===== config.mk =====
export PLATFORM = sky130hd
export DESIGN_NAME = cfg_loader
export DESIGN_NICKNAME = d
export VERILOG_FILES = /design/src/rtl/cfg_loader_pkg.sv /design/src/rtl/cfg_wait_timer.sv /design/src/rtl/cfg_rate_check.sv /design/src/rtl/cfg_byte_shifter.sv /design/src/rtl/cfg_loader.sv
export SDC_FILE = /design/constraint.sdc
export NUM_CORES = 1
export LEC_CHECK = 0
export ABC_CLOCK_PERIOD_IN_PS = 2690
export BUFFER_PORTS_ARGS = -buffer_cell sky130_fd_sc_hd__buf_2
export CORE_UTILIZATION = 59
export DETAILED_ROUTE_END_ITERATION = 8
export PLACE_DENSITY = 0.78
export SLEW_MARGIN = 20
export SYNTH_ARGS = -nofsm -noshare
export SYNTH_HDL_FRONTEND = slang
export SYNTH_SLANG_ARGS = --single-unit

===== constraint.sdc =====
create_clock -name clk -period 2.69 [get_ports clk]
set_clock_uncertainty 0.1 [all_clocks]
set_input_delay 0.6725 -clock clk [delete_from_list [all_inputs] [get_ports clk]]
set_output_delay 0.6725 -clock clk [all_outputs]
set_load 0.02 [all_outputs]

===== src/rtl/cfg_loader_pkg.sv =====
package cfg_loader_pkg;

   typedef enum logic [3:0] {
      PH_IDLE     = 4'd0,
      PH_RESET    = 4'd1,
      PH_CHECK    = 4'd2,
      PH_HOUSE    = 4'd3,
      PH_STREAM   = 4'd4,
      PH_VERIFY   = 4'd5,
      PH_ACTIVATE = 4'd6,
      PH_DONE     = 4'd7,
      PH_ERROR    = 4'd8
   } phase_e;

   typedef enum logic [2:0] {
      ER_NONE  = 3'd0,
      ER_RESET = 3'd1,
      ER_XFER  = 3'd2,
      ER_UNSUP = 3'd3,
      ER_CLOCK = 3'd4
   } err_e;

endpackage


===== src/rtl/cfg_wait_timer.sv =====
module cfg_wait_timer #(
   parameter int unsigned W = 16
) (
   input  logic         clk,
   input  logic         rst_n,
   input  logic         load,
   input  logic [W-1:0] load_val,
   output logic         zero
);

   logic [W-1:0] cnt_q;

   always_ff @(posedge clk or negedge rst_n) begin
      if (!rst_n)
         cnt_q <= '0;
      else if (load)
         cnt_q <= load_val;
      else if (cnt_q != '0)
         cnt_q <= cnt_q - 1'b1;
   end

   assign zero = (cnt_q == '0);

   initial begin : prm_chk
      assert (W >= 1) else $error("timer width must be at least one bit");
   end

endmodule


===== src/rtl/cfg_rate_check.sv =====
module cfg_rate_check #(
   parameter int unsigned CLK_HZ     = 250_000_000,
   parameter int unsigned SCK_MIN_HZ = 1_000_000,
   parameter int unsigned SCK_MAX_HZ = 25_000_000,
   parameter int unsigned DIVW       = 8
) (
   input  logic [DIVW-1:0] half,
   output logic            ok
);

   localparam longint unsigned HALF_MIN =
      (64'(CLK_HZ) + 2 * 64'(SCK_MAX_HZ) - 64'd1) / (2 * 64'(SCK_MAX_HZ));
   localparam longint unsigned HALF_MAX = 64'(CLK_HZ) / (2 * 64'(SCK_MIN_HZ));
   localparam longint unsigned HALF_TOP = (64'd1 << DIVW) - 64'd1;

   logic lo_ok;
   logic hi_ok;

   assign lo_ok = (64'(half) >= HALF_MIN);

   generate
      if (HALF_MAX >= HALF_TOP) begin : g_no_upper
         assign hi_ok = 1'b1;
      end else begin : g_upper
         assign hi_ok = (64'(half) <= HALF_MAX);
      end
   endgenerate

   assign ok = lo_ok & hi_ok;

   initial begin : prm_chk
      assert (SCK_MIN_HZ > 0 && SCK_MIN_HZ <= SCK_MAX_HZ)
         else $error("serial clock range is empty");
      assert (HALF_MIN <= HALF_MAX)
         else $error("system clock too slow for the serial clock range");
      assert (HALF_MIN <= HALF_TOP)
         else $error("DIVW too narrow for the smallest legal half-period");
   end

endmodule


===== src/rtl/cfg_byte_shifter.sv =====
module cfg_byte_shifter #(
   parameter int unsigned DIVW = 8
) (
   input  logic            clk,
   input  logic            rst_n,
   input  logic [DIVW-1:0] half,
   input  logic            load,
   input  logic [7:0]      data,
   output logic            active,
   output logic            sck,
   output logic            mosi
);

   localparam int unsigned BITS = 8;
   localparam int unsigned BW   = $clog2(BITS);

   logic [BITS-1:0] sh_q;
   logic [BW-1:0]   bit_q;
   logic [DIVW-1:0] div_q;
   logic            hi_q;

   always_ff @(posedge clk or negedge rst_n) begin
      if (!rst_n) begin
         active <= 1'b0;
         sh_q   <= '0;
         bit_q  <= '0;
         div_q  <= '0;
         hi_q   <= 1'b0;
      end else if (load) begin
         active <= 1'b1;
         sh_q   <= data;
         bit_q  <= BW'(BITS - 1);
         div_q  <= half - 1'b1;
         hi_q   <= 1'b0;
      end else if (active) begin
         if (div_q != '0) begin
            div_q <= div_q - 1'b1;
         end else begin
            div_q <= half - 1'b1;
            if (!hi_q) begin
               hi_q <= 1'b1;
            end else begin
               hi_q <= 1'b0;
               if (bit_q == '0) begin
                  active <= 1'b0;
               end else begin
                  bit_q <= bit_q - 1'b1;
                  sh_q  <= {sh_q[BITS-2:0], 1'b0};
               end
            end
         end
      end
   end

   assign sck  = active & hi_q;
   assign mosi = active & sh_q[BITS-1];


   mosi_hold_chk: assert property (@(posedge clk) disable iff (!rst_n)
      sck |=> (!sck || mosi == $past(mosi)));


   load_idle_chk: assert property (@(posedge clk) disable iff (!rst_n)
      load |-> !active);

endmodule


===== src/rtl/cfg_loader.sv =====
module cfg_loader
   import cfg_loader_pkg::*;
#(
   parameter int unsigned CLK_HZ     = 250_000_000,
   parameter int unsigned SCK_MIN_HZ = 1_000_000,
   parameter int unsigned SCK_MAX_HZ = 25_000_000,
   parameter int unsigned RESET_NS   = 1000,
   parameter int unsigned HOUSE_US   = 1200,
   parameter int unsigned ACT_CLOCKS = 49,
   parameter int unsigned DIVW       = 8
) (
   input  logic            clk,
   input  logic            rst_n,
   input  logic            start,
   input  logic            partial,
   input  logic [DIVW-1:0] sck_half,
   input  logic [7:0]      in_data,
   input  logic            in_valid,
   input  logic            in_last,
   output logic            in_ready,
   input  logic            cfg_done,
   output logic            creset_n,
   output logic            cs_n,
   output logic            sck,
   output logic            mosi,
   output logic            busy,
   output logic            ok,
   output logic            err,
   output logic [2:0]      err_code,
   output logic [3:0]      phase
);

   localparam longint unsigned RST_CYC =
      (64'(RESET_NS) * 64'(CLK_HZ) + 64'd999_999_999) / 64'd1_000_000_000;
   localparam longint unsigned HOUSE_CYC =
      (64'(HOUSE_US) * 64'(CLK_HZ) + 64'd999_999) / 64'd1_000_000;
   localparam longint unsigned MAX_CYC   = (RST_CYC > HOUSE_CYC) ? RST_CYC : HOUSE_CYC;
   localparam int unsigned     TW        = $clog2(MAX_CYC + 64'd1);
   localparam int unsigned     ACT_BYTES = (ACT_CLOCKS + 7) / 8;
   localparam int unsigned     ACTW      = $clog2(ACT_BYTES + 1);

   phase_e          state_q, state_d;
   err_e            err_q, err_d;
   logic [DIVW-1:0] half_q;
   logic [ACTW-1:0] act_q;
   logic            sel_q;
   logic            last_q;
   logic            rate_ok;
   logic            t_load;
   logic [TW-1:0]   t_val;
   logic            t_zero;
   logic            sh_active;
   logic            take;
   logic            act_load;
   logic            sh_load;
   logic [7:0]      sh_data;
   logic            accept;

   cfg_rate_check #(
      .CLK_HZ     (CLK_HZ),
      .SCK_MIN_HZ (SCK_MIN_HZ),
      .SCK_MAX_HZ (SCK_MAX_HZ),
      .DIVW       (DIVW)
   ) u_rate (
      .half (sck_half),
      .ok   (rate_ok)
   );

   cfg_wait_timer #(.W(TW)) u_timer (
      .clk      (clk),
      .rst_n    (rst_n),
      .load     (t_load),
      .load_val (t_val),
      .zero     (t_zero)
   );

   assign in_ready = (state_q == PH_STREAM) && !sh_active && !last_q;
   assign take     = in_ready && in_valid;
   assign act_load = (state_q == PH_ACTIVATE) && !sh_active && (act_q != '0);
   assign sh_load  = take | act_load;
   assign sh_data  = take ? in_data : 8'h00;

   cfg_byte_shifter #(.DIVW(DIVW)) u_shift (
      .clk    (clk),
      .rst_n  (rst_n),
      .half   (half_q),
      .load   (sh_load),
      .data   (sh_data),
      .active (sh_active),
      .sck    (sck),
      .mosi   (mosi)
   );

   always_comb begin
      state_d = state_q;
      err_d   = err_q;
      t_load  = 1'b0;
      t_val   = '0;
      accept  = 1'b0;
      unique case (state_q)
         PH_IDLE: begin
            if (start) begin
               if (partial) begin
                  state_d = PH_ERROR;
                  err_d   = ER_UNSUP;
               end else if (!rate_ok) begin
                  state_d = PH_ERROR;
                  err_d   = ER_CLOCK;
               end else begin
                  state_d = PH_RESET;
                  err_d   = ER_NONE;
                  accept  = 1'b1;
                  t_load  = 1'b1;
                  t_val   = TW'(RST_CYC - 64'd1);
               end
            end
         end
         PH_RESET: if (t_zero) state_d = PH_CHECK;
         PH_CHECK: begin
            if (cfg_done) begin
               state_d = PH_ERROR;
               err_d   = ER_RESET;
            end else begin
               state_d = PH_HOUSE;
               t_load  = 1'b1;
               t_val   = TW'(HOUSE_CYC - 64'd1);
            end
         end
         PH_HOUSE:  if (t_zero) state_d = PH_STREAM;
         PH_STREAM: if (last_q && !sh_active) state_d = PH_VERIFY;
         PH_VERIFY: begin
            if (cfg_done) begin
               state_d = PH_ACTIVATE;
            end else begin
               state_d = PH_ERROR;
               err_d   = ER_XFER;
            end
         end
         PH_ACTIVATE: if (!sh_active && act_q == '0) state_d = PH_DONE;
         default:     state_d = PH_IDLE;
      endcase
   end

   always_ff @(posedge clk or negedge rst_n) begin
      if (!rst_n) begin
         state_q <= PH_IDLE;
         err_q   <= ER_NONE;
         half_q  <= DIVW'(1);
         act_q   <= '0;
         sel_q   <= 1'b0;
         last_q  <= 1'b0;
      end else begin
         state_q <= state_d;
         err_q   <= err_d;
         if (accept)
            half_q <= sck_half;
         if (state_q == PH_VERIFY)
            act_q <= ACTW'(ACT_BYTES);
         else if (act_load)
            act_q <= act_q - 1'b1;
         if (state_q != PH_STREAM) begin
            sel_q  <= 1'b0;
            last_q <= 1'b0;
         end else if (take) begin
            sel_q  <= 1'b1;
            last_q <= in_last;
         end
      end
   end

   assign creset_n = (state_q != PH_RESET);
   assign cs_n     = !((state_q == PH_RESET) || (state_q == PH_CHECK) ||
                       (state_q == PH_HOUSE) || (state_q == PH_VERIFY) ||
                       (state_q == PH_ACTIVATE) || (state_q == PH_STREAM && sel_q));
   assign busy     = (state_q != PH_IDLE) && (state_q != PH_DONE) && (state_q != PH_ERROR);
   assign ok       = (state_q == PH_DONE);
   assign err      = (state_q == PH_ERROR);
   assign err_code = err_q;
   assign phase    = state_q;

   initial begin : prm_chk
      assert (RESET_NS >= 200) else $error("reset hold shorter than 200 ns");
      assert (HOUSE_US >= 1)   else $error("housekeeping wait must be nonzero");
      assert (ACT_CLOCKS >= 1) else $error("activation clock count must be nonzero");
   end


   reset_with_cs_chk: assert property (@(posedge clk) disable iff (!rst_n)
      !creset_n |-> !cs_n);


   refuse_quiet_chk: assert property (@(posedge clk) disable iff (!rst_n)
      (state_q == PH_IDLE && start && partial) |=>
         (state_q == PH_ERROR && err_q == ER_UNSUP && creset_n && cs_n && !sck && !mosi));


   rate_gate_chk: assert property (@(posedge clk) disable iff (!rst_n)
      (state_q == PH_IDLE && start && !partial && !rate_ok) |=> (err_q == ER_CLOCK));


   check_fail_chk: assert property (@(posedge clk) disable iff (!rst_n)
      (state_q == PH_CHECK && cfg_done) |=> (state_q == PH_ERROR && err_q == ER_RESET && cs_n));


   house_release_chk: assert property (@(posedge clk) disable iff (!rst_n)
      (state_q == PH_HOUSE && t_zero) |=> cs_n);


   ready_quiet_chk: assert property (@(posedge clk) disable iff (!rst_n)
      in_ready |-> (!sck && !mosi));


   act_zero_chk: assert property (@(posedge clk) disable iff (!rst_n)
      (state_q == PH_ACTIVATE) |-> !mosi);


   flag_once_chk: assert property (@(posedge clk) disable iff (!rst_n)
      (ok || err) |=> (!ok && !err && state_q == PH_IDLE));

endmodule


* Word level (Yosys, flattened, before mapping) *
Cells that the tools add are included.

storage, ports and cells
  register bits after elaboration = 60
  input port bits = 23
  output and inout bits = 15
  word-level logic and storage cells = 138

operators by class
  $add $sub $neg = 5
  magnitude comparators = 2
  eq/ne operators = 21
  muxes and demuxes = 58
  bitwise operators = 4
  reductions and logical operators = 36

operators by type and width
  kind                     number
  $mux W8                  12
  $mux W19                 3
  $pmux W19 S2             1
  $mux W3                  12
  $mux W4                  9
  $pmux W4 S7              1
  $logic_not A19 Y1        1
  $reduce_bool A19 Y1      1
  $sub A19 B1 Y19 const B  1
  $mux W1                  18
  $eq A4 B3 Y1 const B     4
  $sub A8 B1 Y8 const B    2
  $ne A2 B2 Y1 const B     7
  $logic_and A1 B1 Y1      10
  $reduce_bool A2 Y1       5
  $pmux W3 S3              1
  $eq A4 B2 Y1 const B     2
  $ge A8 B3 Y1 const B     1
  $le A8 B7 Y1 const B     1
  $ne A4 B3 Y1 const B     2
  $reduce_and A4 Y1        2
  $reduce_bool A8 Y1       1
  $logic_not A3 Y1         2
  $reduce_bool A3 Y1       2
  other kinds (15)         25

* Depth between registers and ports, before layout *
Gate-level depths: netlist of the first run.

  depth after elaboration = 7
  mapped depth = 8
  gate-level depth less buffers = 7

* Hierarchy *
A second synthesis of the first run with hierarchy kept.

second synthesis, totals
  cells, all modules = 387
  area total of the unflattened synthesis = 3683.5 um^2

by module, submodules not included
  module            times used  cells an instance  area an instance (um^2)  sequential area each (um^2)
  cfg_byte_shifter  1           147                1340.0                   525.5
  cfg_loader        1           124                1243.7                   501.7
  cfg_wait_timer    1           110                1059.8                   475.5
  cfg_rate_check    1           6                  40.0                     0.0

* Least setup slack after synthesis of the first run *
No wires, ideal clock.

  path type = reg2out
  start = register state_q[0] (netlist: phase[0])
  end = output err
  data arrival time = 1695 ps
  path slack = 222 ps
  stages on the path, launching flop included = 4
  path buffers = 2
  path through = dfrtp_1 -> clkbuf_1 -> clkbuf_1 -> nor4b_1

between the ends
  word-level cells in the longest chain between the ends = 1

ends and longest elaborated chain
  what                      RTL line           text
  start: declaration        cfg_loader.sv:42   phase_e state_q, state_d;
  start signal: assignment  cfg_loader.sv:153  state_q <= state_d;
  $eq A4 B4 Y1              cfg_loader.sv:177  assign err = (state_q == PH_ERROR);
  end: declaration          cfg_loader.sv:28   output logic err,

No other way between the ends.

* Worst setup path after layout of the first run *
  start = register state_q[1] (netlist: phase[1])
  end = output in_ready

between the ends
  word-level cells in the longest chain between the ends = 3

ends and longest elaborated chain
  what                               RTL line          text
  $eq A4 B3 Y1                       cfg_loader.sv:77  assign in_ready = (state_q == PH_STREAM) && !sh_active && !last_q;
  $logic_and A1 B1 Y1 (2 in series)  cfg_loader.sv:77
  end: declaration                   cfg_loader.sv:20  output logic in_ready,

No other way between the ends.

==> impl_metrics.py, run 1 <==
metrics = {
    "run_status": {
        "status": "complete, no violations",
    },
    "timing": {
        "finalMaxSlewViolations": 0,
        "rsz0062_at_grt": "no",
        "period_needed_ns": 2.584,
        "setup_tns_ns": 0,
        "period_share_pct": 96.06,
        "fin_ws_ns": 0.1059,
        "slew-limit-headroom_pct": 57.53,
        "setup_viol": 0,
        "tightest_slew_ns": 0.6336,
        "timing.fmax_ghz": 0.3870,
        "final_hold_viol_count": 0,
    },
    "synth": {
        "synth_cell_type_count": 56,
        "synth_flop_cell": "dfrtp_1",
        "syn_nets": 417,
        "synth_top_area_share_pct": 42.04,
        "synth_edf_count": 0,
        "synth_common_cells": "dfrtp_1, nand2_1, nor2_1",
        "synth_top_area_cell": "dfrtp_1",
        "async_reset_ff_share_pct": 100.0,
        "yosys.cell_count.top_type": "dfrtp_1",
        "postSynthCellCount": 385,
        "synth_area_sq_mm": 0.003512,
        "yosysWarnings": 0,
        "seq_area_frac_synth_pct": 42.79,
        "synthTopCellsByArea": "dfrtp_1, nand2_1, nor2_1",
        "syn_avg_cell_area_sq_um": 9.122,
        "synth_seq_cells": 60,
    },
    "clock_tree": {
        "ctsRootBufferMaster": "clkbuf_8",
        "cts_buffer_depth": 2,
        "cts_sinks": 60,
        "numCtsBuffers": 9,
        "clk_pin_slew_ns": 0.07,
        "clk_latency_ns": 0.35,
        "htreeDepth": 3,
        "cts_tree": "built",
        "holdBufCountCts": 0,
    },
    "critical_path": {
        "cp.arrival_ns": 1.81,
        "r2r_cells": 6,
        "critical_path_class": "reg2out",
        "worst_ep_required_time_ns": 1.92,
        "rr_startpoint": "phase[1]$_DFFE_PN0P_",
        "r2r_end": "u_shift.div_q[7]$_DFFE_PN0P_",
        "start_kind": "register",
        "crit_fanout": 8,
        "rrSetupSlack_ns": 0.29,
        "end_kind": "output pin",
    },
    "final_layout": {
        "area_growth_pct": 15.03,
        "drive_gt1_share_pct": 20.60,
        "fin_util_pct": 72.04,
        "fin_nets": 459,
        "num_antenna_cells": 0,
    },
    "grt": {
        "grt_use_total_pct": 28.88,
        "grt_pass1_wl_mm": 13.85,
        "grt_overflow": 0,
        "grt_max_degree": 30,
        "antenna_found_initial": 0,
        "first_global_vias": 2860,
    },
    "die": {
        "ioPinCount": 38,
        "core_sq_mm": 0.005608,
        "rows": 27,
        "die_w_um": 79.16,
        "initial_core_util_pct": 62.63,
        "dieArea_sq_mm": 0.006266,
        "die_y_um": 79.16,
    },
    "placed_design": {
        "dpl.hpwl_mm": 5.607,
        "post-place-ws_ns": 0.3169,
        "gp_congestion": 0.9127,
        "portBuffers": 37,
    },
    "drt": {
        "firstDrtPassIters": 4,
        "detail-route-antenna-nets": 0,
        "route.detailed.drc": 0,
        "wl_mm": 7.893,
        "via_count": 3007,
        "drt-wirelength-per-cell_um": 15.66,
        "viasPerCell": 5.966,
        "drt-initial-drc-count": 197,
    },
    "power": {
        "p_leak_nw": 1.865,
        "powerDensity_mw_per_mm2": 1065,
        "vdd_drop_max_mv": 0.5662,
    },
    "worst_hold_path": {
        "hp-class": "in2async",
    },
    "run": {
        "cap_violations": 0,
    },
}
[flip-flops by register name (all words and copies together) (netlist names)]
register / flops
u_timer.cnt_q: 19
sel_q: 1
phase: 4
u_shift.div_q: 8
act_q: 3
u_shift.hi_q: 1
last_q: 1
half_q: 8
u_shift.sh_q: 8
u_shift.bit_q: 3
u_shift.active: 1
err_code: 3
[routing by layer]
layer	global-route usage, %	routed length, um	vias up
li1	-	-	1461
met1	41.20	3730	1434
met2	42.50	3546	94
met3	5.287	415	18
met4	13.45	200	0
met5	0	0	-
[worst max-delay path by stage]
stage / start / slack [ns] / cells after the start / endpoint
final: phase[1]$_DFFE_PN0P_ / 0.11 / 3 / in_ready
after global routing: phase[1]$_DFFE_PN0P_ / 0.04 / 6 / u_shift.div_q[7]$_DFFE_PN0P_
after CTS: phase[0]$_DFFE_PN0P_ / 0.04 / 3 / in_ready
after detailed placement: phase[1]$_DFFE_PN0P_ / 0.32 / 6 / u_shift.div_q[7]$_DFFE_PN0P_
after global placement: sck_half[6] / 0.36 / 6 / half_q[4]$_DFFE_PN0P_
after floorplan: phase[0]$_DFFE_PN0P_ / 0.22 / 3 / err
[layout make-up]
type                            count  area, sq um
Timing Repair Buffer               49        275.3
Clock inverter                      4        70.07
Tap cell                           72        90.09
Inverter                           15        56.30
Sequential cell                    60         1503
Clock buffer                       12        165.2
Fill cell                         429         1568
Multi-Input combinational cell    292         1881
[kinds of logic (layout without fill, tap and decap cells)]
family,Yosys count,count (layout),synth area share [%]
and+or+nand+nor,165,165,24.83
AOI/OAI and AO/OA,81,81,15.14
DFF,60,60,42.79
buffers and inverters,33,80,3.776
xor gates and xnor gates,19,19,4.738
muxes,18,18,5.522
adders and majority gates,9,9,3.206
[cells in the final DEF (no fill, tap or decap), types with 3 or more instances in the layout]
cell and n:
xnor2_1 9, or3_1 5, xor2_1 10, a22oi_1 9, a22o_1 3, a21oi_1 17, or2_2 3, a2bb2oi_1 3
nor3_2 3, clkbuf_8 12, nand3b_1 3, inv_1 15, buf_2 37, dfrtp_1 59, nand3_1 9, and2_1 6
mux2_2 11, nand2_1 39, or4_1 5, nor4_1 5, ha_1 9, nand4_1 3, o211ai_1 6, o21ai_0 20
mux2i_1 7, nor2b_1 6, nand2b_1 6, o21bai_1 3, nor3_1 19, a211oi_1 3, nor2_1 39, buf_4 12
a31oi_1 4
[timing repair]
item	CTS	global route
setup endpoints to repair	0	1
resized for setup	0	1
setup buffers	0	0
[metrics by stage]
stage	hold slack [ns]	cells	area [sq um]	total power, mW
2_1_floorplan	0.2769	385	3512	2.868
3_3_place_gp	0.3504	488	3801	3.265
3_5_place_dp	0.3491	488	3801	3.322
4_1_cts	0.1242	504	4036	4.297
5_1_grt	0.1431	504	4040	4.623
6_report	0.1234	504	4040	4.301
[power by group]
part	switching, mW	internal (mW)	leakage [nW]	total (mW)
logic	0.968	0.744	1.01	1.71
registers	0.376	1.26	0.736	1.64
clock network	0.360	0.594	0.122	0.954
total	1.70	2.60	1.86	4.30
[worst max-delay path, cell delays in order (launching register included)]
cell and delay [ns]:
dfrtp_1 0.47, or4b_4 0.61, nor3_1 0.18, buf_2 0.20
Power figures use the tool's default switching activity.
==> run 2: changes to the inputs <==
Settings changed: ABC_AREA set to 1, BUFFER_PORTS_ARGS -buffer_cell sky130_fd_sc_hd__buf_2 to unset, CORE_UTILIZATION 59 to 64, DONT_BUFFER_PORTS set to 1.
==> impl_metrics.py, run 2 <==
metrics = {
    "die": {
        "dieArea_sq_mm": 0.006167,
        "initial_core_util_pct": 67.25,
        "ioPinCount": 38,
        "rows": 27,
        "die_y_um": 78.53,
        "core_sq_mm": 0.005574,
        "die_w_um": 78.53,
    },
    "timing": {
        "slew-limit-headroom_pct": 57.28,
        "final_hold_viol_count": 0,
        "rsz0062_at_grt": "no",
        "setup_viol": 0,
        "fin_ws_ns": 0.1924,
        "timing.fmax_ghz": 0.4004,
        "finalMaxSlewViolations": 0,
        "tightest_slew_ns": 0.6358,
        "period_needed_ns": 2.498,
        "setup_tns_ns": 0,
        "hold_slack_ns": 0.08160,
        "period_share_pct": 92.85,
    },
    "synth": {
        "synth_top_area_share_pct": 39.39,
        "synth_edf_count": 0,
        "synth_area_sq_mm": 0.003749,
        "synth_cell_type_count": 36,
        "yosys.cell_count.top_type": "nand2_1",
        "yosysWarnings": 0,
        "synth_common_cells": "nand2_1, nor2_1, inv_1",
        "async_reset_ff_share_pct": 100.0,
        "syn_avg_cell_area_sq_um": 7.307,
        "postSynthCellCount": 513,
        "seq_area_frac_synth_pct": 40.09,
        "synth_top_area_cell": "dfrtp_1",
        "syn_nets": 545,
        "synth_seq_cells": 60,
        "synth_flop_cell": "dfrtp_1",
        "synthTopCellsByArea": "dfrtp_1, nand2_1, nor2_1",
    },
    "grt": {
        "grt_max_degree": 60,
        "grt_use_total_pct": 27.54,
        "grt_overflow": 0,
        "grt_pass1_wl_mm": 13.34,
        "first_global_vias": 3014,
        "antenna_found_initial": 0,
    },
    "final_layout": {
        "largest_register_ffs": 19,
        "max_flop_register": "u_timer.cnt_q",
        "fin_util_pct": 72.55,
        "fin_nets": 552,
        "num_antenna_cells": 0,
        "area_growth_pct": 7.877,
        "final_common_cell": "nand2_1",
        "mostFrequentLayoutCells": "nand2_1, inv_1, nor2_1",
        "final_area_sq_mm": 0.004044,
        "drive_gt1_share_pct": 9.714,
        "stdcell_count": 597,
    },
    "drt": {
        "drt-initial-drc-count": 200,
        "viasPerCell": 5.417,
        "route.detailed.drc": 0,
        "via_count": 3234,
        "drt-wirelength-per-cell_um": 12.92,
        "firstDrtPassIters": 4,
        "wl_mm": 7.714,
        "detail-route-antenna-nets": 0,
    },
    "power": {
        "p_leak_nw": 2.197,
        "vdd_drop_max_mv": 0.6072,
        "powerDensity_mw_per_mm2": 825.7,
        "total_power_mw": 3.339,
    },
    "placed_design": {
        "dpl.cell_count": 580,
        "portBuffers": 0,
        "post-place-ws_ns": 0.3533,
        "dpl.hpwl_mm": 5.626,
        "place_area_sq_mm": 0.003802,
        "gp_congestion": 0.9294,
    },
    "clock_tree": {
        "clk_latency_ns": 0.33,
        "ctsRootBufferMaster": "clkbuf_8",
        "cts_buffer_depth": 2,
        "cts_sinks": 60,
        "clk_pin_slew_ns": 0.07,
        "cts_tree": "built",
        "numCtsBuffers": 9,
        "htreeDepth": 3,
    },
    "critical_path": {
        "crit_fanout": 7,
        "cp.arrival_ns": 1.73,
        "critical_path_class": "reg2out",
        "worst_ep_required_time_ns": 1.92,
        "end_kind": "output pin",
        "start_kind": "register",
    },
    "worst_hold_path": {
        "hp-class": "in2async",
    },
    "run_status": {
        "status": "complete, no violations",
    },
    "run": {
        "cap_violations": 0,
    },
}
[run 2: cell types whose count changed after synthesis, moves of 7 or more]
cell	before	now
clkbuf_1	9	0
mux2i_1	7	0
nand3_1	9	46
nand2_1	39	155
mux2_2	11	0
nor2_1	39	62
inv_1	15	61
nor3_1	19	9
xor2_1	10	19
a22oi_1	9	0
[run 2: final cells by class]
type                       instances  area, sq um
multi-input combinational        375         1924
fill                             460         1530
tap                               72        90.09
inverter                          69        262.8
timing repair buffer               5        57.56
clock inverter                     4        47.55
clock buffer                      12        155.1
sequential                        60         1506
[run 2: worst paths after layout]
check | from | to | slack [ns] | cells past startpoint
max in group asynchronous | rst_n | phase[3]$_DFFE_PN0P_ | 2.12 | 1
worst min-delay path | rst_n | half_q[0]$_DFFE_PN1P_ | 0.08 | 0
worst max register to register | phase[0]$_DFFE_PN0P_ | u_shift.sh_q[7]$_DFFE_PN0P_ | 0.42 | 8
worst max-delay path | phase[0]$_DFFE_PN0P_ | cs_n | 0.19 | 6
worst min register to register | u_shift.bit_q[1]$_DFFE_PN0P_ | u_shift.bit_q[1]$_DFFE_PN0P_ | 0.37 | 2
min in group clk | sck_half[0] | half_q[0]$_DFFE_PN1P_ | 0.36 | 2
[run 2: repair_timing]
item                       CTS  global route
hold buffers                 1             0
hold endpoints to repair    59             0
buffers inserted             0             0
gates resized for setup      1             4
setup endpoints to repair    1             1
[run 2: critical path, cell delays in order, from the launching register on]
cell and delay (ns):
dfrtp_1 0.53, nand2_1 0.16, nor2_1 0.06, inv_1 0.18, nand3_1 0.11, nor3b_2 0.18
buf_4 0.17
[run 2: logic make-up (layout without fill, tap and decap cells)]
| family | Yosys count | count (layout) | synth area share [%] |
|---|---|---|---|
| xor+xnor | 25 | 25 | 5.841 |
| flops | 60 | 60 | 40.09 |
| simple gates | 303 | 303 | 36.72 |
| fa+ha+maj | 9 | 9 | 3.004 |
| compound gates | 38 | 38 | 5.574 |
| buf+inv | 78 | 90 | 8.778 |
[run 2: power by group]
part	internal [mW]	switching (mW)	total, mW
clock	0.475	0.342	0.818
sequential	1.12	0.246	1.37
combinational	0.415	0.741	1.16
total	2.01	1.33	3.34
[run 2: routing by layer]
| metal | share of wire (%) | up-vias | global-route usage, % |
|---|---|---|---|
| met5 | 0 | - | 0 |
| met4 | 1.0 | 0 | 7.037 |
| met2 | 48 | 71 | 45.13 |
| met3 | 4.2 | 10 | 6.163 |
| met1 | 47 | 1524 | 36.77 |
| li1 | - | 1629 | - |
